File: config.mk
export PLATFORM = sky130hd
export DESIGN_NAME = scp_ctrl_port
export DESIGN_NICKNAME = d
export VERILOG_FILES = /design/src/rtl/scp_pkg.sv /design/src/rtl/scp_sync.sv /design/src/rtl/scp_regfile.sv /design/src/rtl/scp_rdout.sv /design/src/rtl/scp_ctrl_port.sv
export SDC_FILE = /design/constraint.sdc
export NUM_CORES = 1
export LEC_CHECK = 0
export BUFFER_PORTS_ARGS = -buffer_cell sky130_fd_sc_hd__clkbuf_2
export CAP_MARGIN = 25
export CORE_MARGIN = 1
export CORE_UTILIZATION = 30
export CTS_BUF_LIST = sky130_fd_sc_hd__clkbuf_2 sky130_fd_sc_hd__clkbuf_4 sky130_fd_sc_hd__clkbuf_8
export CTS_CLUSTER_DIAMETER = 150
export DETAILED_ROUTE_END_ITERATION = 16
export HOLD_SLACK_MARGIN = 0.02
export SLEW_MARGIN = 20
export SYNTH_ARGS = -nofsm -noshare
export SYNTH_HDL_FRONTEND = slang
export SYNTH_SLANG_ARGS = --single-unit
File: constraint.sdc
create_clock -name clk -period 2.3 [get_ports clk]
set_clock_uncertainty 0.1 [all_clocks]
set_input_delay 0.115 -clock clk [delete_from_list [all_inputs] [get_ports clk]]
set_output_delay 0.115 -clock clk [all_outputs]
set_load 0.02 [all_outputs]
File: src/rtl/scp_pkg.sv
package scp_pkg;

    // Frame progress as seen by the bit counter state machine.
    typedef enum logic [1:0] {
        FR_IDLE,
        FR_SHIFT,
        FR_FULL,
        FR_OVER
    } frame_state_t;

    // Default register content: upper nibble is the index, lower nibble its complement.
    function automatic logic [31:0] reg_default(input int idx);
        logic [3:0] n;
        n = idx[3:0];
        return {8{n}} ^ 32'h0F0F_0F0F;
    endfunction

endpackage

File: src/rtl/scp_sync.sv
module scp_sync #(
    parameter int STAGES = 2
) (
    input  logic clk,
    input  logic rst_n,
    input  logic din,
    output logic lvl
);
    logic [STAGES-1:0] pipe;

    always_ff @(posedge clk or negedge rst_n) begin
        if (!rst_n) pipe <= '0;
        else        pipe <= {pipe[STAGES-2:0], din};
    end

    assign lvl = pipe[STAGES-1];
endmodule

File: src/rtl/scp_regfile.sv
module scp_regfile #(
    parameter int NUM_REGS  = 8,
    parameter int ADDR_W    = 6,
    parameter int DATA_W    = 8,
    parameter int SRST_ADDR = 4
) (
    input  logic                       clk,
    input  logic                       rst_n,
    input  logic                       soft_rst,
    input  logic                       wr_en,
    input  logic [ADDR_W-1:0]          wr_addr,
    input  logic [DATA_W-1:0]          wr_data,
    input  logic [ADDR_W-1:0]          rd_addr,
    output logic [DATA_W-1:0]          rd_data,
    output logic [NUM_REGS*DATA_W-1:0] cfg_out
);
    for (genvar g = 0; g < NUM_REGS; g++) begin : g_slot
        if (g == SRST_ADDR) begin : g_hole
            assign cfg_out[g*DATA_W +: DATA_W] = '0;
        end else begin : g_reg
            localparam logic [31:0] DEF_W = scp_pkg::reg_default(g);
            logic [DATA_W-1:0] q;
            always_ff @(posedge clk or negedge rst_n) begin
                if (!rst_n)
                    q <= DEF_W[DATA_W-1:0];
                else if (soft_rst)
                    q <= DEF_W[DATA_W-1:0];
                else if (wr_en && wr_addr == ADDR_W'(g))
                    q <= wr_data;
            end
            assign cfg_out[g*DATA_W +: DATA_W] = q;
        end
    end

    always_comb begin
        rd_data = '0;
        for (int i = 0; i < NUM_REGS; i++) begin
            if (rd_addr == ADDR_W'(i)) rd_data = cfg_out[i*DATA_W +: DATA_W];
        end
    end
endmodule

File: src/rtl/scp_rdout.sv
module scp_rdout #(
    parameter int DATA_W = 8
) (
    input  logic              clk,
    input  logic              rst_n,
    input  logic              load,
    input  logic [DATA_W-1:0] load_data,
    input  logic              shift,
    output logic              bit_out,
    output logic              active
);
    localparam int LEFT_W = $clog2(DATA_W + 1);

    logic [DATA_W-1:0] sh;
    logic [LEFT_W-1:0] left;

    always_ff @(posedge clk or negedge rst_n) begin
        if (!rst_n) begin
            sh   <= '0;
            left <= '0;
        end else if (load) begin
            sh   <= load_data;
            left <= LEFT_W'(DATA_W);
        end else if (shift && left != '0) begin
            sh   <= {sh[DATA_W-2:0], 1'b0};
            left <= left - 1'b1;
        end
    end

    assign bit_out = sh[DATA_W-1];
    assign active  = (left != '0);
endmodule

File: src/rtl/scp_ctrl_port.sv
module scp_ctrl_port #(
    parameter int NUM_REGS    = 8,
    parameter int ADDR_W      = 6,
    parameter int DATA_W      = 8,
    parameter int RD_SEL_BIT  = 4,
    parameter int SRST_ADDR   = 4,
    parameter int SYNC_STAGES = 2
) (
    input  logic                       clk,
    input  logic                       rst_n,
    input  logic                       sck,
    input  logic                       sdi,
    input  logic                       sen,
    input  logic                       oe_n,
    input  logic                       par_bit,
    output logic                       pin_out,
    output logic [NUM_REGS*DATA_W-1:0] cfg_out
);
    import scp_pkg::*;

    localparam int FRAME_LEN = ADDR_W + DATA_W;
    localparam int CNT_W     = $clog2(FRAME_LEN + 2);

    // Pin synchronizers and edge detection
    logic sck_l, sdi_l, sen_l, sck_p, sen_p;
    logic sck_rise, sck_fall, sen_rise;

    scp_sync #(.STAGES(SYNC_STAGES)) u_sck (.clk(clk), .rst_n(rst_n), .din(sck), .lvl(sck_l));
    scp_sync #(.STAGES(SYNC_STAGES)) u_sdi (.clk(clk), .rst_n(rst_n), .din(sdi), .lvl(sdi_l));
    scp_sync #(.STAGES(SYNC_STAGES)) u_sen (.clk(clk), .rst_n(rst_n), .din(sen), .lvl(sen_l));

    always_ff @(posedge clk or negedge rst_n) begin
        if (!rst_n) begin
            sck_p <= 1'b0;
            sen_p <= 1'b0;
        end else begin
            sck_p <= sck_l;
            sen_p <= sen_l;
        end
    end

    assign sck_rise = sck_l & ~sck_p;
    assign sck_fall = ~sck_l & sck_p;
    assign sen_rise = sen_l & ~sen_p;

    // Frame shifter and saturating bit counter
    logic [FRAME_LEN-1:0] frame_sh;
    logic [CNT_W-1:0]     bit_cnt;

    always_ff @(posedge clk or negedge rst_n) begin
        if (!rst_n) begin
            frame_sh <= '0;
            bit_cnt  <= '0;
        end else begin
            if (sck_rise) frame_sh <= {frame_sh[FRAME_LEN-2:0], sdi_l};
            if (sen_rise)
                bit_cnt <= '0;
            else if (sck_rise && bit_cnt != CNT_W'(FRAME_LEN + 1))
                bit_cnt <= bit_cnt + 1'b1;
        end
    end

    // Frame state machine
    frame_state_t state, state_nx;
    logic         commit;

    always_ff @(posedge clk or negedge rst_n) begin
        if (!rst_n) state <= FR_IDLE;
        else        state <= state_nx;
    end

    always_comb begin
        state_nx = state;
        unique case (state)
            FR_IDLE:  if (sen_rise) state_nx = FR_IDLE;
                      else if (sck_rise) state_nx = FR_SHIFT;
            FR_SHIFT: if (sen_rise) state_nx = FR_IDLE;
                      else if (sck_rise && bit_cnt == CNT_W'(FRAME_LEN - 1)) state_nx = FR_FULL;
            FR_FULL:  if (sen_rise) state_nx = FR_IDLE;
                      else if (sck_rise) state_nx = FR_OVER;
            FR_OVER:  if (sen_rise) state_nx = FR_IDLE;
        endcase
    end

    always_comb begin
        commit = 1'b0;
        unique case (state)
            FR_FULL:                   commit = sen_rise;
            FR_IDLE, FR_SHIFT, FR_OVER: commit = 1'b0;
        endcase
    end

    // Frame decode
    logic [ADDR_W-1:0] addr, reg_addr;
    logic [DATA_W-1:0] wr_data, rd_data;
    logic              is_read, soft_rst, wr_en, rd_load;

    assign addr     = frame_sh[FRAME_LEN-1 -: ADDR_W];
    assign wr_data  = frame_sh[DATA_W-1:0];
    assign is_read  = addr[RD_SEL_BIT];
    assign reg_addr = addr & ~(ADDR_W'(1) << RD_SEL_BIT);
    assign soft_rst = commit & ~is_read & (addr == ADDR_W'(SRST_ADDR));
    assign wr_en    = commit & ~is_read & (addr != ADDR_W'(SRST_ADDR))
                    & (32'(addr) < 32'(NUM_REGS));
    assign rd_load  = commit & is_read;

    scp_regfile #(
        .NUM_REGS(NUM_REGS), .ADDR_W(ADDR_W), .DATA_W(DATA_W), .SRST_ADDR(SRST_ADDR)
    ) u_regs (
        .clk(clk), .rst_n(rst_n), .soft_rst(soft_rst), .wr_en(wr_en),
        .wr_addr(addr), .wr_data(wr_data), .rd_addr(reg_addr), .rd_data(rd_data),
        .cfg_out(cfg_out)
    );

    // Read-back shifter and shared pin
    logic rd_bit, rd_active;

    scp_rdout #(.DATA_W(DATA_W)) u_rd (
        .clk(clk), .rst_n(rst_n), .load(rd_load), .load_data(rd_data),
        .shift(sck_fall), .bit_out(rd_bit), .active(rd_active)
    );

    assign pin_out = ~oe_n & (rd_active ? rd_bit : par_bit);
endmodule

# == Word-level counts from Yosys, hierarchy flattened ==
# Index checks and enable logic that the tools add are counted.
# op_classes
eq_ne,24
magnitude_cmp,1
add_sub_neg,2
mux,38
n_reduce_logical,25
bitwise,14
# op_table
op,count
8-bit 2-to-1 mux,24
"6-bit by 3-bit equality test with 1-bit output, second input constant",4
"5-bit by 3-bit equality test with 1-bit output, second input constant",4
2-bit nonzero test,9
4-bit 2-to-1 mux,4
2-bit 2-to-1 mux,7
"6-bit by 2-bit equality test with 1-bit output, second input constant",2
6-bit logical NOT,2
"5-bit by 2-bit equality test with 1-bit output, second input constant",2
1-bit logical AND,10
1-bit AND,9
"3-bit inequality test, second input constant",3
2-bit one-hot mux with 4 select lines,1
"6-bit by 1-bit equality test with 1-bit output, second input constant",1
"6-bit by 4-bit < comparator with 1-bit output, second input constant",1
"6-bit by 3-bit inequality test with 1-bit output, second input constant",1
"5-bit by 1-bit equality test with 1-bit output, second input constant",1
1-bit NOT,5
"4-bit by 1-bit adder with 4-bit output, second input constant",1
"2-bit equality test, second input constant",2
"4-bit equality test, second input constant",1
"4-bit inequality test, second input constant",1
4-bit AND reduction,1
4-bit nonzero test,1
7 further kinds,7
# totals
elab_cells,121
output_inout_bits,65
ff_bits,96

# == Depth between registers and ports, before layout ==
# Gate-level depths: netlist of run 1.
# logic_depth
word_depth,10
ltp_mapped,7
ltp_nobuf,6

# == Modules after synthesis ==
# A second synthesis of run 1 with hierarchy kept.
# unflattened
hier_cells,437
hier_area_um2,4863.4
# modules_own_cells
module,n_inst,area_per_inst_um2,cells_each
scp_regfile,1,3089.2,287
scp_ctrl_port,1,974.7,75
scp_rdout,1,649.4,69
scp_sync,3,50.0,2

# == Worst setup path before layout of run 1 ==
# Ideal clock, no wire load.
# synth_path
path_kind,register to register
start,register frame_sh[13]
end,register u_regs.g_slot[7].g_reg.q[2]
setup_ns,0.137
slack_ns,0.261
n_path_buf,3
stages_incl_launch_ff,8
arrival_time_ns,1.803
required_ns,2.063
cell_sequence,dfrtp_1 or3b_1 buf_2 or4_4 buf_6 buf_6 mux2i_1 nor2_1
# synth_between
elab_chain_len,5
elab_cells_between_ends,10
# synth_lines
element,line,rtl
from (decl),scp_ctrl_port.sv:47,logic [FRAME_LEN-1:0] frame_sh;
from (signal assigned),scp_ctrl_port.sv:55,"if (sck_rise) frame_sh <= {frame_sh[FRAME_LEN-2:0], sdi_l};"
"parallel branches: the longest is 5 deep, another holds 6-bit by 4-bit < comparator with 1-bit output",-,
to (signal assigned),scp_regfile.sv:25,q <= DEF_W[DATA_W-1:0];
to (signal assigned),scp_regfile.sv:27,q <= DEF_W[DATA_W-1:0];
to (signal assigned),scp_regfile.sv:29,q <= wr_data;
to (decl),scp_regfile.sv:22,logic [DATA_W-1:0] q;
# Several ways; the timed one is not identified.
# A chain may end at the register's enable or synchronous reset.

# == Final worst setup path of run 1 ==
# layout_path
start,register frame_sh[13]
end,register u_regs.g_slot[1].g_reg.q[5]
# layout_between
elab_chain_len,5
elab_cells_between_ends,10
# layout_lines
element,line
"parallel branches: the longest is 5 deep, another holds 6-bit by 4-bit < comparator with 1-bit output",-
to (signal assigned),scp_regfile.sv:25
to (signal assigned),scp_regfile.sv:27
to (signal assigned),scp_regfile.sv:29
to (decl),scp_regfile.sv:22
# Several ways; the timed one is not identified.

==> metrics.txt, run 1 <==
post-placement cell area=about 5200 um^2; CTS tree=yes; n_diodes=0; DRC violations left=0; final setup violation count=0; post-detail-place hpwl=9.209 mm; total grt overflow=0; routability congestion estimate=between 0.9 and 1; area grow syn2layout=16.47%; DRT Wirelength=roughly 13 mm; htree depth=3; Setup CP Type=reg -> reg; post-synth top area cell=dfrtp_1; Most used DFF post-synth=dfrtp_1; min-delay worst type=in -> async; Max-Cap Viols=0; die area=approximately 16000 um^2; register area=between 2000 and 2500 um^2; Routed Antenna Nets=0; Slew @ Worst Pin=roughly 0.57 ns; Worst setup SP type=flip-flop; CTS Buf Count=9; die height=approximately 130 um; Worst VDD drop=between 0.0003 and 0.0004 V; largest net degree at the start of global routing=60; Area contributors post-synth=dfrtp_1 (36%), dfstp_2 (16%), mux2i_1 (8.6%); Worst setup startpoint=frame_sh[13]$_DFFE_PN0P_; Fillers=roughly 1500; Vias per Instance=approximately 5.1; number of global-route vias before repair=between 3000 and 4000; Crit path arrival time=between 2 and 2.5 ns; Row Count=between 40 and 50; Yosys Warn Count=0; I/O Buffers=63; setup tns final=0 ns; register bit total from synthesis=96; Post-synth EDFFs=0; Commonest cells post-synth=dfrtp_1 (68), nor2_1 (55), nand2_1 (43); fin util=0.3574; final hold violations=0; crit-path max FO=11; Clock transition at path regs=~0.10 ns; Leakage=roughly 2.6 nW; total power=~3.7 mW; fin. max-slew vios=0; Final Critical Period=approximately 2.1 ns; Worst R2R Start=frame_sh[13]$_DFFE_PN0P_; vias=3650; All-Layer GR Usage=0.1642; WL/cell=between 15 and 20 um; fin crit share=0.8922; post-placement worst setup slack=about 0.29 ns; TritonRoute pass-1 iters=5; Final nets=528; RSZ-0062 raised after global routing=no; antenna violations before repair=0; Starting Density=0.3069; Setup WS post-layout=0.2480 ns; Worst-Skew Late Latency=0.38 ns; Distinct cells, synth=53; Post-Syn Area=between 4000 and 5000 um^2; Iter 0 DRT Violations=approximately 280; syn avg cell area=between 10 and 15 um^2; top-area cell type share of the netlist area=0.3647; first-pass GRT wire length=about 20 mm; Setup Buffers After CTS=0; crit end category=flip-flop; CP Data Required Time=between 2 and 2.5 ns; status=finished clean; chip width=about 130 um; IO Pins=around 70; CTS Root Cell=clkbuf_8; share of cells above drive strength 1=0.2753; most instantiated library cell after synthesis=dfrtp_1; area of the multi-input gates=1983 um^2; clk buf depth=2; fmax=0.4873 GHz; Post-Layout Cell Count=between 700 and 800; Core Area=~15000 um^2; fin area=about 5400 um^2; register area share after synthesis=0.5224; Synth Instances=~450; CTS sink cnt=96; Max transition margin=0.6206; PwrDens=685.4 nW/um^2; asr flop ratio synth=1.000; Fin Hold WS=0.1580 ns; placed instance count=between 600 and 700
power by group:
| part | internal (mW) | leakage [nW] | switching [mW] |
|---|---|---|---|
| registers | 1.77 | 1.21 | 0.113 |
| logic | 0.256 | 1.27 | 0.446 |
| clock network | 0.536 | 0.0989 | 0.607 |
| total | 2.56 | 2.58 | 1.16 |
worst max-delay path, cell delays in order, from the launching register on:
cell,delay [ns]
dfrtp_1,0.43
or4_4,0.59
or4_4,0.55
mux2i_1,0.18
nor2_1,0.06
placed cells by master, fill, tap and decap left out, types with 13 or more instances in the layout:
master     n
o21ai_1   13
dfrtp_1   68
clkbuf_2  62
dfstp_2   28
a21oi_1   22
buf_4     19
nand2_1   43
nor2_1    55
inv_1     15
mux2i_1   40
path summary, 6_finish.rpt:
check                                                          endpoint  slack [ns]  depth (start not counted)
worst min-delay path                            u_sck.pipe[0]$_DFF_PN0_        0.16                          2
min in group clk                                u_sck.pipe[1]$_DFF_PN0_        0.26                          0
worst max-delay path            u_regs.g_slot[1].g_reg.q[5]$_DFFE_PN0P_        0.25                          4
worst min register to register                  u_sck.pipe[1]$_DFF_PN0_        0.26                          0
max in group asynchronous       u_regs.g_slot[3].g_reg.q[5]$_DFFE_PN1P_        1.21                          3
worst max register to register  u_regs.g_slot[1].g_reg.q[5]$_DFFE_PN0P_        0.25                          4
state kept, by name, indices dropped and copies added (netlist names):
name                   cells
u_sdi.pipe                 2
state                      2
bit_cnt                    4
u_regs.g_slot.g_reg.q     56
u_rd.sh                    8
sck_p                      1
u_rd.left                  4
frame_sh                  14
sen_p                      1
u_sck.pipe                 2
u_sen.pipe                 2
metal layers:
| layer | track usage | vias to the layer above | wire, um |
|---|---|---|---|
| met5 | 0 | - | 0 |
| met4 | 0.04552 | 0 | 177 |
| met3 | 0.03712 | 17 | 723 |
| met2 | 0.2558 | 126 | 5781 |
| met1 | 0.2298 | 1811 | 5859 |
| li1 | - | 1696 | - |
layout make-up:
class                      count  share of cell area
clock buffer                  10             0.02533
clock inverter                 6             0.01243
inverter                      16             0.01105
multi-input combinational    309              0.3650
sequential                    96              0.4485
tap                          188             0.04329
timing repair buffer          86             0.09440
cells by family (layout without fill, tap and decap cells):
kind of cell	after synthesis	in the layout	share of synthesized area
and+or+nand+nor	158	158	0.1714
xor gates and xnor gates	6	6	0.01127
other	1	8	0.0008037
AOI/OAI and AO/OA	90	90	0.1228
DFF	96	96	0.5224
buffers and inverters	55	118	0.05819
muxes	44	44	0.1051
adders and majority gates	3	3	0.008046
timing repair:
item,CTS,global route
hold endpoints to repair,40,0
hold buffers,4,0
resized for setup,0,0
No activity file was read; power rests on OpenSTA's default activity.
==> inputs of run 2 (changes only) <==
--- a/config.mk
+++ b/config.mk
@@ -7,12 +7,15 @@
 export LEC_CHECK = 0
 export BUFFER_PORTS_ARGS = -buffer_cell sky130_fd_sc_hd__clkbuf_2
 export CAP_MARGIN = 25
+export CELL_PAD_IN_SITES_DETAIL_PLACEMENT = 1
+export CELL_PAD_IN_SITES_GLOBAL_PLACEMENT = 2
 export CORE_MARGIN = 1
 export CORE_UTILIZATION = 30
 export CTS_BUF_LIST = sky130_fd_sc_hd__clkbuf_2 sky130_fd_sc_hd__clkbuf_4 sky130_fd_sc_hd__clkbuf_8
 export CTS_CLUSTER_DIAMETER = 150
 export DETAILED_ROUTE_END_ITERATION = 16
 export HOLD_SLACK_MARGIN = 0.02
+export PLACE_DENSITY_LB_ADDON = 0.1
 export SLEW_MARGIN = 20
 export SYNTH_ARGS = -nofsm -noshare
 export SYNTH_HDL_FRONTEND = slang
==> run 2 against run 1 <==
Effect of this change:
- utilization rose by 0.12 points
- sequential share of layout area is 0.15 points lower
- die area unchanged
- power grew 2.3%
- final cell count down 0.14%
- register-to-register slack about the same
- global-route usage rose by 3.5 points
- routed wire length up 19%
- sequential cell count stayed put
- non-clock buffer count is 1 lower
- clock power grew 4%
- largest cell class unchanged
==> metrics.txt, run 2 (synthesized netlist as in run 1, its figures left out) <==
Post-Layout Cell Count=710 (-0.14%); fin crit share=0.9002 (+0.008004); All-Layer GR Usage=0.1990 (+0.03472); crit-path max FO=4 (-7); post-detail-place hpwl=10.72 mm (+16%); placed instance count=690 (-0.14%); CTS tree=yes; cells along the critical path=inv_1 > ha_1 > or3b_1 > mux2i_1 > nor2_1 > clkbuf_2; I/O Buffers=63 (unchanged); R2R cell count=4 (unchanged); fmax=0.4830 GHz (-0.89%); Routed Antenna Nets=0 (unchanged); Worst-Skew Late Latency=0.38 ns (about the same); Iter 0 DRT Violations=177 (-36%); number of global-route vias before repair=3748 (+7.1%); commonest non-fill, non-tap cell in the layout=dfrtp_1; setup tns final=0 ns (unchanged); final setup violation count=0 (unchanged); Max-Cap Viols=0 (unchanged); post-placement cell area=5200 um^2 (+0.22%); Final nets=527 (-0.19%); chip width=126.7 um (unchanged); vias=3632 (-0.49%); status=finished clean; routability congestion estimate=0.7702 (-15%); Leakage=2.587 nW (+0.40%); most flop-heavy register=u_regs.g_slot.g_reg.q; CTS sink cnt=96 (unchanged); clk buf depth=2 (unchanged); Worst VDD drop=0.0002328 V (-26%); Max transition margin=0.5355 (-0.08510); Slew @ Worst Pin=0.6968 ns (+0.1276 ns); Clock transition at path regs=0.09 ns (about the same); critical path buffer and inverter count=2 (+2); Worst R2R Start=state[0]$_DFFE_PN0P_; fin. max-slew vios=0 (unchanged); largest net degree at the start of global routing=50 (-17%); first-pass GRT wire length=23.33 mm (+17%); Vias per Instance=5.115 (-0.35%); crit end category=output port; most frequent cells in the layout=dfrtp_1 (68), clkbuf_2 (62), nor2_1 (55), nand2_1 (43), mux2i_1 (40); Worst setup SP type=flip-flop; Worst path top cell family by delay=simple AND/OR/NAND/NOR gates; setup slack, reg-to-reg=0.26 ns (about the same); Row Count=45 (unchanged); Crit path arrival time=1.86 ns (-0.34 ns); htree depth=3 (unchanged); TritonRoute pass-1 iters=4 (-1); Core Area=15200 um^2 (unchanged); Critical R2R Capture=u_rd.sh[3]$_DFFE_PN0P_; min-delay worst type=in -> async; DRC violations left=0 (unchanged); IO Pins=72 (unchanged); max reg flops=56 (unchanged); total grt overflow=0 (unchanged); area grow syn2layout=16.87%; Final Critical Period=2.070 ns (+0.01841 ns); CTS Root Cell=clkbuf_8; final hold violations=0 (unchanged); CTS Buf Count=9 (unchanged); Slowest cell on crit path=dfrtp_1; DRT Wirelength=14.89 mm (+19%); CP Data Required Time=2.09 ns (-0.36 ns); Starting Density=0.3069 (unchanged); fin area=5453 um^2 (+0.35%); die height=126.7 um (unchanged); WL/cell=20.98 um (+19%); RSZ-0062 raised after global routing=no; largest registers=u_regs.g_slot.g_reg.q x56, frame_sh x14, u_rd.sh x8; max incr delay on CP=0.42 ns (-0.17 ns); share of cells above drive strength 1=0.2739 (-0.001388); Fin Hold WS=0.2174 ns (+0.05937 ns); Setup CP Type=reg -> out; die area=16060 um^2 (unchanged); PwrDens=698.7 nW/um^2 (+1.9%); antenna violations before repair=0 (unchanged); n_diodes=0 (unchanged); total power=3.810 mW (+2.3%); Setup Buffers After CTS=0 (unchanged); Post-CTS Resized=0 (unchanged)
==> run 2: timing repair <==
| item | in CTS | in global routing |
|---|---|---|
| hold endpoints to repair | 40 | 0 |
| endpoints found under the setup margin | 0 | 0 |
| hold buffers | 4 | 0 |
==> run 2: worst max-delay path by stage <==
stage | start | end | slack, ns | cells past startpoint
finish | u_rd.left[0]$_DFFE_PN0P_ | pin_out | 0.23 | 6
global route | u_rd.left[0]$_DFFE_PN0P_ | pin_out | 0.09 | 6
CTS | u_rd.left[0]$_DFFE_PN0P_ | pin_out | 0.19 | 6
detailed placement | state[0]$_DFFE_PN0P_ | u_regs.g_slot[7].g_reg.q[7]$_DFFE_PN0P_ | 0.26 | 4
global placement | state[0]$_DFFE_PN0P_ | u_rd.sh[3]$_DFFE_PN0P_ | 0.26 | 4
floorplan | frame_sh[13]$_DFFE_PN0P_ | u_regs.g_slot[7].g_reg.q[2]$_DFFE_PN0P_ | 0.26 | 7
==> run 2: layer usage <==
metal,global-route usage,up-vias,routed length (um)
li1,-,1698,-
met1,0.2952,1852,7716
met2,0.2925,68,6525
met3,0.03754,14,455
met4,0.06022,0,197
met5,0,-,0
==> run 2: final cells by class <==
cell class,count,area (um^2)
Clock inverter,3,40.04
Inverter,16,60.06
Multi-Input combinational cell,309,1989
Fill cell,1718,9749
Sequential cell,96,2437
Clock buffer,13,172.7
Tap cell,188,235.2
Timing Repair Buffer,85,518.0
==> run 2: metrics by stage <==
step,utilization,setup WS [ns]
after global routing,0.3587,0.09135
after CTS,0.3587,0.1888
after floorplan,-,0.2606
after detailed placement,0.3421,0.2616
after global placement,0.3421,0.2570
final,0.3587,0.2296
==> run 2: where the power goes <==
part	switching [mW]	internal (mW)
Combinational	0.465	0.258
Clock	0.593	0.601
Sequential	0.125	1.77
Total	1.18	2.63
==> inputs of run 3 (changes only) <==
--- a/config.mk
+++ b/config.mk
@@ -5,6 +5,7 @@
 export SDC_FILE = /design/constraint.sdc
 export NUM_CORES = 1
 export LEC_CHECK = 0
+export ABC_AREA = 1
 export BUFFER_PORTS_ARGS = -buffer_cell sky130_fd_sc_hd__clkbuf_2
 export CAP_MARGIN = 25
 export CELL_PAD_IN_SITES_DETAIL_PLACEMENT = 1
@@ -16,6 +17,7 @@
 export DETAILED_ROUTE_END_ITERATION = 16
 export HOLD_SLACK_MARGIN = 0.02
 export PLACE_DENSITY_LB_ADDON = 0.1
+export RECOVER_POWER = 100
 export SLEW_MARGIN = 20
 export SYNTH_ARGS = -nofsm -noshare
 export SYNTH_HDL_FRONTEND = slang
==> run 3 against run 2 <==
Effect of this change:
- area after synthesis decreased by 0.91%
- clock-buffer cell count increased by 3
- fmax decreased by 1.0%
- largest cell class unchanged
==> metrics.txt, run 3 <==
Final nets=684 (+30%); fin. max-slew vios=0 (unchanged); CTS tree=yes; Post-Route M1 WL=7.464 mm (-3.3%); Setup Buffers After CTS=0 (unchanged); RSZ-0062 raised after global routing=no; htree depth=3 (unchanged); placed instance count=847 (+23%); Leakage=2.686 nW (+3.8%); Worst setup SP type=flip-flop; clk buf depth=2 (unchanged); Distinct cells, synth=30 (-43%); vias=4183 (+15%); Yosys Warn Count=0 (unchanged); CTS Root Cell=clkbuf_8; fin crit share=0.9097 (+0.009547); All-Layer GR Usage=0.2115 (+0.01255); DR WL met3=376 um (-17%); Iter 0 DRT Violations=161 (-9.0%); PwrDens=849.8 nW/um^2 (+22%); status=finished clean; crit end category=flip-flop; area grow syn2layout=16.08%; Routed Antenna Nets=0 (unchanged); number of global-route vias before repair=4369 (+17%); most flop-heavy register=u_regs.g_slot.g_reg.q; routed wl met2=7.405 mm (+13%); Max transition margin=0.3528 (-0.1827); CTS sink cnt=96 (unchanged); Most used DFF post-synth=dfrtp_1; first-pass GRT wire length=25.21 mm (+8.1%); Vias per Instance=4.825 (-5.7%); chip width=126.1 um (-0.45%); Post-CTS Resized=0 (unchanged); Post-synth EDFFs=0 (unchanged); register bit total from synthesis=96 (unchanged); n_diodes=0 (unchanged); post-synth top area cell=dfrtp_1; Area contributors post-synth=dfrtp_1 (37%), nand2_1 (21%), dfstp_2 (16%); largest net degree at the start of global routing=47 (-6.0%); Crit path arrival time=2.32 ns (+0.46 ns); Worst-Skew Late Latency=0.39 ns (about the same); fmax=0.4779 GHz (-1.0%); most instantiated library cell after synthesis=nand2_1; Commonest cells post-synth=nand2_1 (253), dfrtp_1 (68), inv_1 (50); die area=15910 um^2 (-0.90%); Synth Instances=591 (+30%); Max Used Layer=met4; min-delay worst type=reg -> reg; DRT Wirelength=15.55 mm (+4.4%); post-detail-place hpwl=11.93 mm (+11%); DRC violations left=0 (unchanged); commonest non-fill, non-tap cell in the layout=nand2_1; most frequent cells in the layout=nand2_1 (253), dfrtp_1 (68), clkbuf_1 (58), inv_1 (50), nor2_1 (35); final hold violations=0 (unchanged); Final Critical Period=2.092 ns (+0.02196 ns); antenna violations before repair=0 (unchanged); Clock transition at path regs=0.09 ns (about the same); share of cells above drive strength 1=0.1267 (-0.1473); Max-Cap Viols=0 (unchanged); register area share after synthesis=0.5272 (+0.004807); CP Data Required Time=2.53 ns (+0.44 ns); Core Area=15150 um^2 (-0.37%); die height=126.1 um (-0.45%); TritonRoute pass-1 iters=4 (unchanged); routability congestion estimate=0.8319 (+8.0%); IO Pins=72 (unchanged); CTS Hold Bufs=4 (unchanged); final setup violation count=0 (unchanged); crit-path max FO=9 (+5); largest registers=u_regs.g_slot.g_reg.q x56, frame_sh x14, u_rd.sh x8; asr flop ratio synth=1.000 (unchanged); CTS Buf Count=9 (unchanged); Post-Syn Area=4623 um^2 (-0.91%); WL/cell=17.94 um (-14%); Row Count=45 (unchanged); top-area cell type share of the netlist area=0.3681 (+0.003356); max reg flops=56 (unchanged); syn avg cell area=7.823 um^2 (-24%); Starting Density=0.3052 (-0.001668); Slew @ Worst Pin=0.9708 ns (+0.2741 ns); Setup CP Type=reg -> reg; Post-Layout Cell Count=867 (+22%); setup tns final=0 ns (unchanged); total grt overflow=0 (unchanged); I/O Buffers=63 (unchanged); Worst VDD drop=0.0003426 V (+47%)
[run 3: changes by cell type after synthesis, moves of 13 or more]
cell and change:
mux2i_1 -40, o21ai_0 +22, nand4_1 +16, nor2_1 -21, nand2_1 +210, inv_1 +35
clkbuf_1 -15, a21oi_1 -13, nand3_1 +23
[run 3: critical path: stages, from the launching register on]
cell,delay [ns]
dfrtp_1,0.44
nor2_1,0.33
nand2_2,0.14
nor3_4,0.41
buf_4,0.25
nor2_4,0.09
inv_1,0.14
nand2_1,0.08
nand2_1,0.07
[run 3: routing by layer]
metal | up-vias | global-route usage
li1 | 2019 | -
met1 | 2087 | 0.2859
met2 | 61 | 0.3455
met3 | 16 | 0.02761
met4 | 0 | 0.07938
met5 | - | 0
[run 3: worst paths after layout]
| check | startpoint | end | slack [ns] | depth (start not counted) |
|---|---|---|---|---|
| worst max-delay path | frame_sh[8]$_DFFE_PN0P_ | u_regs.g_slot[7].g_reg.q[5]$_DFFE_PN1P_ | 0.21 | 8 |
| worst min-delay path | u_sen.pipe[0]$_DFF_PN0_ | u_sen.pipe[1]$_DFF_PN0_ | 0.25 | 0 |
| worst max register to register | frame_sh[8]$_DFFE_PN0P_ | u_regs.g_slot[7].g_reg.q[5]$_DFFE_PN1P_ | 0.21 | 8 |
| worst min register to register | u_sen.pipe[0]$_DFF_PN0_ | u_sen.pipe[1]$_DFF_PN0_ | 0.25 | 0 |
| max in group asynchronous | rst_n | u_rd.left[3]$_DFFE_PN0P_ | 0.58 | 3 |
| min in group asynchronous | rst_n | bit_cnt[0]$_DFFE_PN0P_ | 0.27 | 2 |
[run 3: logic make-up (layout without fill, tap and decap cells)]
| family | count (synthesis) | in the layout | share of synthesized area |
|---|---|---|---|
| other cells | 1 | 8 | 0.0008111 |
| xor+xnor | 1 | 1 | 0.001895 |
| flops | 96 | 96 | 0.5272 |
| simple gates | 362 | 362 | 0.3296 |
| fa+ha+maj | 3 | 3 | 0.008120 |
| compound gates | 54 | 54 | 0.06387 |
| buf+inv | 74 | 155 | 0.06847 |
[run 3: cell type report]
class / instances / area, um^2
multi-input cells: 428 / 1893
inverters: 55 / 206.4
fillers: 1883 / 9779
well taps: 188 / 235.2
clock buffers: 16 / 188.9
repair buffers: 84 / 405.4
flip-flops and latches: 96 / 2437
[run 3: where the power goes]
part           internal, mW  total [mW]  leakage [nW]  switching, mW
combinational         0.353        1.25          1.41          0.895
clock                 0.516        1.12         0.102          0.609
sequential             1.99        2.19          1.18          0.197
[run 3: stage by stage]
stage          setup WS (ns)    util  power (mW)  cell area [um^2]  hold slack (ns)
2_1_floorplan         0.6843       -       2.997              4649          -0.2806
3_3_place_gp          0.2433  0.3455       3.484              5233          0.01162
3_5_place_dp          0.2479  0.3455       3.524              5233         0.007945
4_1_cts               0.2107  0.3606       4.665              5461           0.1320
5_1_grt             0.006689  0.3543       4.875              5366           0.2557
6_report              0.2076  0.3543       4.560              5366           0.2517
